File: src/rtl/irq_vec_pkg.sv
package irq_vec_pkg;
  localparam int unsigned BUS_W = 32;

  typedef enum logic [2:0] {
    SEL_STAT = 3'd0,
    SEL_PEND = 3'd1,
    SEL_ENAB = 3'd2,
    SEL_ACK  = 3'd3,
    SEL_SETE = 3'd4,
    SEL_CLRE = 3'd5,
    SEL_VEC  = 3'd6,
    SEL_MCTL = 3'd7
  } reg_sel_e;
endpackage

File: src/rtl/irq_capture.sv
module irq_capture #(
  parameter int unsigned N_IN      = 32,
  parameter logic [31:0] EDGE_MASK = 32'h0
) (
  input  logic            clk,
  input  logic            rst_n,
  input  logic [N_IN-1:0] irq_in,
  input  logic [N_IN-1:0] ack,
  output logic [N_IN-1:0] status
);
  logic [N_IN-1:0] line_q;
  logic [N_IN-1:0] stat_q;
  logic [N_IN-1:0] stat_d;
  logic [N_IN-1:0] rise;

  assign rise = irq_in & ~line_q;

  for (genvar i = 0; i < N_IN; i++) begin : g_bit
    if (EDGE_MASK[i]) begin : g_edge
      // a new edge wins over a simultaneous acknowledge
      assign stat_d[i] = rise[i] | (stat_q[i] & ~ack[i]);

      assert_edge_ack_R2: assert property (@(posedge clk) disable iff (!rst_n)
        (ack[i] && !rise[i]) |=> !stat_q[i]);
      assert_edge_keep_R10: assert property (@(posedge clk) disable iff (!rst_n)
        rise[i] |=> stat_q[i]);
    end else begin : g_level
      // acknowledge wins; a high line re-latches one clock later
      assign stat_d[i] = ~ack[i] & (stat_q[i] | irq_in[i]);

      assert_level_ack_R3: assert property (@(posedge clk) disable iff (!rst_n)
        ack[i] |=> !stat_q[i]);
      assert_level_set_R3: assert property (@(posedge clk) disable iff (!rst_n)
        (irq_in[i] && !ack[i]) |=> stat_q[i]);
    end
  end

  always_ff @(posedge clk or negedge rst_n) begin
    if (!rst_n) begin
      line_q <= '0;
      stat_q <= '0;
    end else begin
      line_q <= irq_in;
      stat_q <= stat_d;
    end
  end

  assign status = stat_q;
endmodule

File: src/rtl/irq_ctl_regs.sv
module irq_ctl_regs #(
  parameter int unsigned N_IN = 32
) (
  input  logic            clk,
  input  logic            rst_n,
  input  logic            we_enab,
  input  logic            we_sete,
  input  logic            we_clre,
  input  logic            we_mctl,
  input  logic [N_IN-1:0] wmask,
  input  logic [1:0]      wmctl,
  output logic [N_IN-1:0] enab,
  output logic            glb_en,
  output logic            hw_en
);
  logic [N_IN-1:0] enab_q, enab_d;
  logic            glb_q, glb_d;
  logic            hw_q, hw_d;
  logic            enab_ce;

  assign enab_ce = we_enab | we_sete | we_clre;

  always_comb begin
    enab_d = enab_q;
    if (we_enab)      enab_d = wmask;
    else if (we_sete) enab_d = enab_q | wmask;
    else if (we_clre) enab_d = enab_q & ~wmask;
  end

  always_comb begin
    glb_d = wmctl[0];
    hw_d  = hw_q | wmctl[1];
  end

  always_ff @(posedge clk or negedge rst_n) begin
    if (!rst_n) begin
      enab_q <= '0;
      glb_q  <= 1'b0;
      hw_q   <= 1'b0;
    end else begin
      if (enab_ce) enab_q <= enab_d;
      if (we_mctl) begin
        glb_q <= glb_d;
        hw_q  <= hw_d;
      end
    end
  end

  assign enab   = enab_q;
  assign glb_en = glb_q;
  assign hw_en  = hw_q;

  assert_hw_sticky_R9: assert property (@(posedge clk) disable iff (!rst_n)
    hw_q |=> hw_q);
  assert_set_en_R5: assert property (@(posedge clk) disable iff (!rst_n)
    we_sete |=> ((enab_q & $past(wmask)) == $past(wmask)));
  assert_clr_en_R5: assert property (@(posedge clk) disable iff (!rst_n)
    we_clre |=> ((enab_q & $past(wmask)) == '0));
endmodule

File: src/rtl/irq_lowest_enc.sv
module irq_lowest_enc #(
  parameter int unsigned N_IN  = 32,
  localparam int unsigned IDX_W = $clog2(N_IN)
) (
  input  logic [N_IN-1:0]  pend,
  output logic             found,
  output logic [IDX_W-1:0] idx
);
  always_comb begin
    found = |pend;
    idx   = '0;
    for (int i = N_IN - 1; i >= 0; i--) begin
      if (pend[i]) idx = IDX_W'(i);
    end
  end
endmodule

File: src/rtl/irq_vec_ctrl.sv
module irq_vec_ctrl
  import irq_vec_pkg::*;
#(
  parameter int unsigned N_IN      = 32,
  parameter logic [31:0] EDGE_MASK = 32'h0
) (
  input  logic             clk,
  input  logic             rst_n,
  input  logic [N_IN-1:0]  irq_in,
  input  logic [4:0]       bus_addr,
  input  logic [BUS_W-1:0] bus_wdata,
  input  logic             bus_we,
  input  logic             bus_re,
  output logic [BUS_W-1:0] bus_rdata,
  output logic             irq_req
);
  localparam int unsigned IDX_W = $clog2(N_IN);

  logic [1:0]       rst_sync;
  logic             rst_ns;
  reg_sel_e         sel;
  logic [N_IN-1:0]  status, enab, pending, ack;
  logic             glb_en, hw_en, found;
  logic [IDX_W-1:0] idx;
  logic [BUS_W-1:0] rd_word;
  logic [1:0]       unused_addr;

  always_ff @(posedge clk or negedge rst_n) begin
    if (!rst_n) rst_sync <= 2'b00;
    else        rst_sync <= {rst_sync[0], 1'b1};
  end
  assign rst_ns = rst_sync[1];

  assign sel         = reg_sel_e'(bus_addr[4:2]);
  assign unused_addr = bus_addr[1:0];
  assign ack         = (bus_we && sel == SEL_ACK) ? bus_wdata[N_IN-1:0] : '0;

  irq_capture #(.N_IN(N_IN), .EDGE_MASK(EDGE_MASK)) u_capture (
    .clk    (clk),
    .rst_n  (rst_ns),
    .irq_in (irq_in),
    .ack    (ack),
    .status (status)
  );

  irq_ctl_regs #(.N_IN(N_IN)) u_regs (
    .clk     (clk),
    .rst_n   (rst_ns),
    .we_enab (bus_we && sel == SEL_ENAB),
    .we_sete (bus_we && sel == SEL_SETE),
    .we_clre (bus_we && sel == SEL_CLRE),
    .we_mctl (bus_we && sel == SEL_MCTL),
    .wmask   (bus_wdata[N_IN-1:0]),
    .wmctl   (bus_wdata[1:0]),
    .enab    (enab),
    .glb_en  (glb_en),
    .hw_en   (hw_en)
  );

  assign pending = status & enab;

  irq_lowest_enc #(.N_IN(N_IN)) u_enc (
    .pend  (pending),
    .found (found),
    .idx   (idx)
  );

  assign irq_req = found & glb_en & hw_en;

  always_comb begin
    rd_word = '0;
    case (sel)
      SEL_STAT: rd_word[N_IN-1:0] = status;
      SEL_PEND: rd_word[N_IN-1:0] = pending;
      SEL_ENAB: rd_word[N_IN-1:0] = enab;
      SEL_VEC: begin
        if (found) rd_word[IDX_W-1:0] = idx;
        else       rd_word = '1;
      end
      SEL_MCTL: rd_word[1:0] = {hw_en, glb_en};
      default:  rd_word = '0;
    endcase
  end

  assign bus_rdata = bus_re ? rd_word : '0;

  assert_vec_hit_R7: assert property (@(posedge clk) disable iff (!rst_ns)
    found |-> pending[idx]);
  assert_vec_lowest_R7: assert property (@(posedge clk) disable iff (!rst_ns)
    found |-> ((pending & ((N_IN'(1) << idx) - N_IN'(1))) == '0));
  assert_req_src_R8: assert property (@(posedge clk) disable iff (!rst_ns)
    irq_req |-> (|status));
endmodule

File: config.mk
export PLATFORM = sky130hd
export DESIGN_NAME = irq_vec_ctrl
export DESIGN_NICKNAME = d
export VERILOG_FILES = /design/src/rtl/irq_vec_pkg.sv /design/src/rtl/irq_capture.sv /design/src/rtl/irq_ctl_regs.sv /design/src/rtl/irq_lowest_enc.sv /design/src/rtl/irq_vec_ctrl.sv
export SDC_FILE = /design/constraint.sdc
export NUM_CORES = 1
export LEC_CHECK = 0
export BUFFER_PORTS_ARGS = -buffer_cell sky130_fd_sc_hd__buf_2
export CORE_MARGIN = 2
export CORE_UTILIZATION = 36
export DETAILED_ROUTE_END_ITERATION = 10
export SLEW_MARGIN = 15
export SYNTH_ARGS = -nofsm -noshare
export SYNTH_HDL_FRONTEND = slang
export SYNTH_HIERARCHICAL = 1
export SYNTH_SLANG_ARGS = --single-unit
File: constraint.sdc
create_clock -name clk -period 3.63 [get_ports clk]
set_input_delay 0.9075 -clock clk [delete_from_list [all_inputs] [get_ports clk]]
set_output_delay 0.9075 -clock clk [all_outputs]
set_load 0.01 [all_outputs]
== Word level (Yosys, flattened, before mapping) ==
Cells that the tools add are included.

* Bits in registers: 68
* Bits in latches: 0
* Bits in writable memories: 0
* Bits in read-only memories: 0
* Word-level logic and storage cells: 167
* Memories: 0

* Add/sub/neg operators: 0
* Multipliers: 0
* Div/mod/pow operators: 0
* Magnitude comparators: 0
* Equality and inequality tests: 7
* Shift operators: 0
* Mux-type cells: 41
* Bitwise gates (word level): 105
* Reductions and logical operators: 9

{| class="wikitable"
|+ Operator list
! operator !! number
|-
| $mux W5 || 33
|-
| $mux W32 || 5
|-
| $pmux W30 S4 || 1
|-
| $and A32 B32 Y32 || 2
|-
| $or A1 B1 Y1 || 35
|-
| $and A1 B1 Y1 || 34
|-
| $not A1 Y1 || 32
|-
| $not A32 Y32 || 1
|-
| $or A32 B32 Y32 || 1
|-
| $reduce_or A32 Y1 || 1
|-
| $mux W27 || 1
|-
| $eq A3 B3 Y1 const B || 4
|-
| $pmux W2 S5 || 1
|-
| $eq A3 B2 Y1 const B || 2
|-
| $logic_and A1 B1 Y1 || 5
|-
| $eq A3 B1 Y1 const B || 1
|-
| $logic_not A3 Y1 || 1
|-
| $reduce_bool A3 Y1 || 1
|-
| $reduce_and A2 Y1 || 1
|}

== Longest topological paths before layout ==
* Word-level depth: 36
* Mapped depth: 10
* Gate-level depth less buffers: 10

== Cells and area by module ==
The synthesis kept the hierarchy.

{| class="wikitable"
|+ By module, submodules not included
! module !! instances !! cells each !! area an instance (um^2)
|-
| irq_vec_ctrl || 1 || 254 || 1783.0
|-
| irq_ctl_regs || 1 || 112 || 1395.1
|-
| irq_capture || 1 || 64 || 1121.1
|-
| irq_lowest_enc || 1 || 65 || 385.4
|}

== Worst setup path after synthesis ==
OpenSTA, ideal clock, no wires.

* Kind: register to output
* Start: register (tool-made name)
* End: output port bus_rdata[10]
* Arrival time: 2.320 ns
* Setup slack: 0.402 ns
* Stages on the path, launching flop included: 8
* Buffers on the path: 1
* Path through: dfrtp_1 > and2_1 > or4_4 > nor3_2 > nand4_1 > nor3_2 > buf_2 > o31a_1

{| class="wikitable"
|+ RTL lines
! item !! RTL line !! RTL
|-
| end: declaration || irq_vec_ctrl.sv:14 || <nowiki>output logic [BUS_W-1:0] bus_rdata,</nowiki>
|}

== Worst setup path in the final report ==
* Start: register u_capture.stat_q[22], in the netlist u_capture/status[22]
* End: output port bus_rdata[3]

{| class="wikitable"
|+ RTL lines
! item !! RTL line !! RTL
|-
| start: declaration || irq_capture.sv:12 || <nowiki>logic [N_IN-1:0] stat_q;</nowiki>
|-
| start signal: assignment || irq_capture.sv:44 || <nowiki>stat_q <= stat_d;</nowiki>
|-
| $and A32 B32 Y32 || irq_vec_ctrl.sv:60 || <nowiki>assign pending = status & enab;</nowiki>
|-
| net pending[22] || irq_vec_ctrl.sv:22 || <nowiki>logic [N_IN-1:0] status, enab, pending, ack;</nowiki>
|-
| $reduce_or A32 Y1 || irq_lowest_enc.sv:10 || <nowiki>found = |pend;</nowiki>
|-
| net found || irq_vec_ctrl.sv:23 || <nowiki>logic glb_en, hw_en, found;</nowiki>
|-
| $mux W5 || irq_vec_ctrl.sv:77 || <nowiki>if (found) rd_word[IDX_W-1:0] = idx;</nowiki>
|-
| $pmux W30 S4 || irq_vec_ctrl.sv:72 || <nowiki>case (sel)</nowiki>
|-
| $mux W32 || irq_vec_ctrl.sv:85 || <nowiki>assign bus_rdata = bus_re ? rd_word : '0;</nowiki>
|}

The timed path passes the listed nets, and every way through them passes these cells.

==> impl_metrics.ini <==
[run_status]
status = complete, no violations

[power_and_ir_drop]
powerDensity_mw_per_mm2 = 448
peakVddDrop_mv = 0.226
fin_total_pwr_w = 0.00269
combPwrFrac = 0.283
switching_share = 0.293
sequentialPowerShare = 0.351
p_int_w = 0.00190
switching_power_w = 0.000789
leakagePower_nw = 2.45
clkPwrFrac = 0.366

[timing]
finalSetupViolCount = 0
fmax_mhz = 277
hold_slack_ns = 0.344
hold_violations = 0
finalCriticalPeriod_ns = 3.61
setup_ws_ns = 0.0176
finClkSkew_ns = 0.00436
finalCritPeriodShare = 0.995
drv_slew = 0
rsz0062_at_grt = yes
worst_slew_pin_slew_ns = 1.21
relSlewSlack = 0.195

[setup_path]
end_kind = output pin
required_ns = 2.72
path_cells = and2_4 -> or4_4 -> nor3_4 -> nand4_1 -> buf_6 -> nor2b_4 -> a2bb2oi_2 -> o22ai_2 -> buf_2
cp.depth = 9
r2r_cells = 1
path_buf_inv = 2
slowest_stage = or4_4
path_delay_family = simple AND/OR/NAND/NOR gates
crit_fanout = 5
critical_path_class = flip-flop to output pin
critical_path_arrival_ns = 2.70
critPathMaxStageDelay_ns = 0.55
critical_path.startpoint_type = flip-flop

[cts]
clkTransAtPathRegs_ns = 0.05
cts_tree = done
cts_buffers = 9
clkLatencyLatePin_ns = 0.34
cts-root-buf = clkbuf_16
cts.sinks = 68
postCtsHoldBufs = 0
cts_buffer_depth = 2
htree_levels = 3

[die]
start_util = 0.370
core_region_area_sq_mm = 0.0127
rows = 41
io-pin-count = 106
die-area_sq_mm = 0.0139
die_h_um = 118
die_w_um = 118

[placement]
placed_cell_area_sq_mm = 0.00532
place_hpwl_um = 9720
placedCellCount = 751
preCtsSetupSlack_ns = 0.297
place_congestion = 0.858
port_buffers = 103

[yosys]
synth.area.top_cells = dfrtp_1 36%, and2_1 8.4%, a32o_1 6.8%, o21ba_1 6.8%, nor4b_1 4.7%
avgSynthCellArea_sq_um = 9.46
ys.flop_type = dfrtp_1
synth_top_cells_by_count = 68 x dfrtp_1, 63 x and2_1, 40 x nand2_1
syn_inst = 495
syn_nets = 568
synth-seq-cells = 68
yosysMostFrequentCell = dfrtp_1
ys_async_sr_fraction = 1.00
yosys.area.top_type_share = 0.363
synth_edf_count = 0
synth_warnings = 6
ys_types = 51
syn-cell-area_sq_mm = 0.00468
seq_area_frac_synth = 0.363
synth_area_leader_cell = dfrtp_1

[global_routing]
grt_overflow = 0
grt_first_pass_wirelength_um = 22100
grtUsageTotal = 0.198
grt_pass1_vias = 4366
grt_antenna_before_repair = 1
grt_max_degree = 35

[drt]
vias_per_cell = 5.51
drt_wl_total_um = 14000
drc = 0
routedWlPerCell_um = 17.7
vias = 4354
drtIter0Drc = 274
ant_nets = 0
dr.pass1.iters = 4

[min_path]
hold_class = flip-flop to asynchronous set/reset pin

[cells_and_area]
stdcell_area_sq_mm = 0.00600
layout.nets = 685
synthToLayoutAreaGrowth_pct = 28.0
drive_gt1_frac = 0.316
final_cells = 790

[run]
drv_cap = 0
==> layer usage <==
metal / vias to the layer above / GRT usage / routed length [um]
li1: 2068 / - / -
met1: 2157 / 0.253 / 6150
met2: 111 / 0.326 / 6890
met3: 16 / 0.0547 / 753
met4: 2 / 0.0595 / 181
met5: - / 0 / 13
==> cell families (layout without fill, tap and decap cells) <==
logic type      count (synthesis)  in the layout  synth area share
simple gates                  248            248             0.331
flops                          68             68             0.363
mux                             3              3           0.00668
compound gates                127            127             0.239
buf+inv                        48            170            0.0593
other cells                     1              2          0.000801
==> through the flow <==
stage                      util  setup TNS (ns)
after floorplan               -               0
after global placement    0.419               0
after detailed placement  0.419               0
after CTS                 0.452               0
after global routing      0.473           -1.38
final                     0.473               0
==> path summary, 6_finish.rpt <==
kind	startpoint	endpoint	slack [ns]
max	u_capture/status[22]	bus_rdata[3]	0.02
min	rst_sync[1]	u_regs/hw_en	0.34
max reg2reg	rst_sync[1]	asynchronous set/reset pin	2.34
min reg2reg	rst_sync[1]	u_regs/hw_en	0.34
max in group asynchronous	rst_sync[1]	asynchronous set/reset pin	2.34
min in group clk	rst_sync[0]	rst_sync[1]	0.34
==> cells in the final DEF (no fill, tap or decap), types with 4 or more instances in the layout <==
cell type / netlist / routed
a21oi_1: 9 / 9
a32o_1: 32 / 32
and2_1: 63 / 56
and2_4: 0 / 7
buf_2: 18 / 101
buf_4: 8 / 36
buf_6: 6 / 6
clkbuf_16: 0 / 9
dfrtp_1: 68 / 67
inv_1: 10 / 10
nand2_1: 40 / 40
nand2b_1: 5 / 5
nor2_1: 13 / 13
nor2b_1: 34 / 33
nor3_1: 8 / 8
nor3b_1: 29 / 28
nor4b_1: 25 / 25
o21ba_1: 32 / 32
o31a_1: 25 / 25
o31ai_1: 4 / 4
==> power by group through the flow <==
stage / sequential [W] / clock (W) / combinational [W]
floorplan: 0.000935 / 0 / 0.000454
global placement: 0.000951 / 0 / 0.000604
detailed placement: 0.000959 / 0 / 0.000620
CTS: 0.000945 / 0.00100 / 0.000660
global route: 0.000959 / 0.00104 / 0.000833
finish: 0.000944 / 0.000982 / 0.000760
==> repair_timing <==
item | 4_1_cts | 5_1_grt
setup endpoints to repair | 29 | 32
pin swaps | 4 | 15
endpoints found under the hold margin | 0 | 0
setup buffers | 6 | 16
gates resized for setup | 6 | 32
==> final cells by class <==
class	count	area (sq um)
timing repair buffer	143	843
antenna	1	2.50
clock buffer	12	267
clock inverter	4	70.1
tap	172	215
inverter	11	41.3
sequential	68	1700
multi-input combinational	379	2860
fill	1268	6670
(Power assumes the default switching activity.)
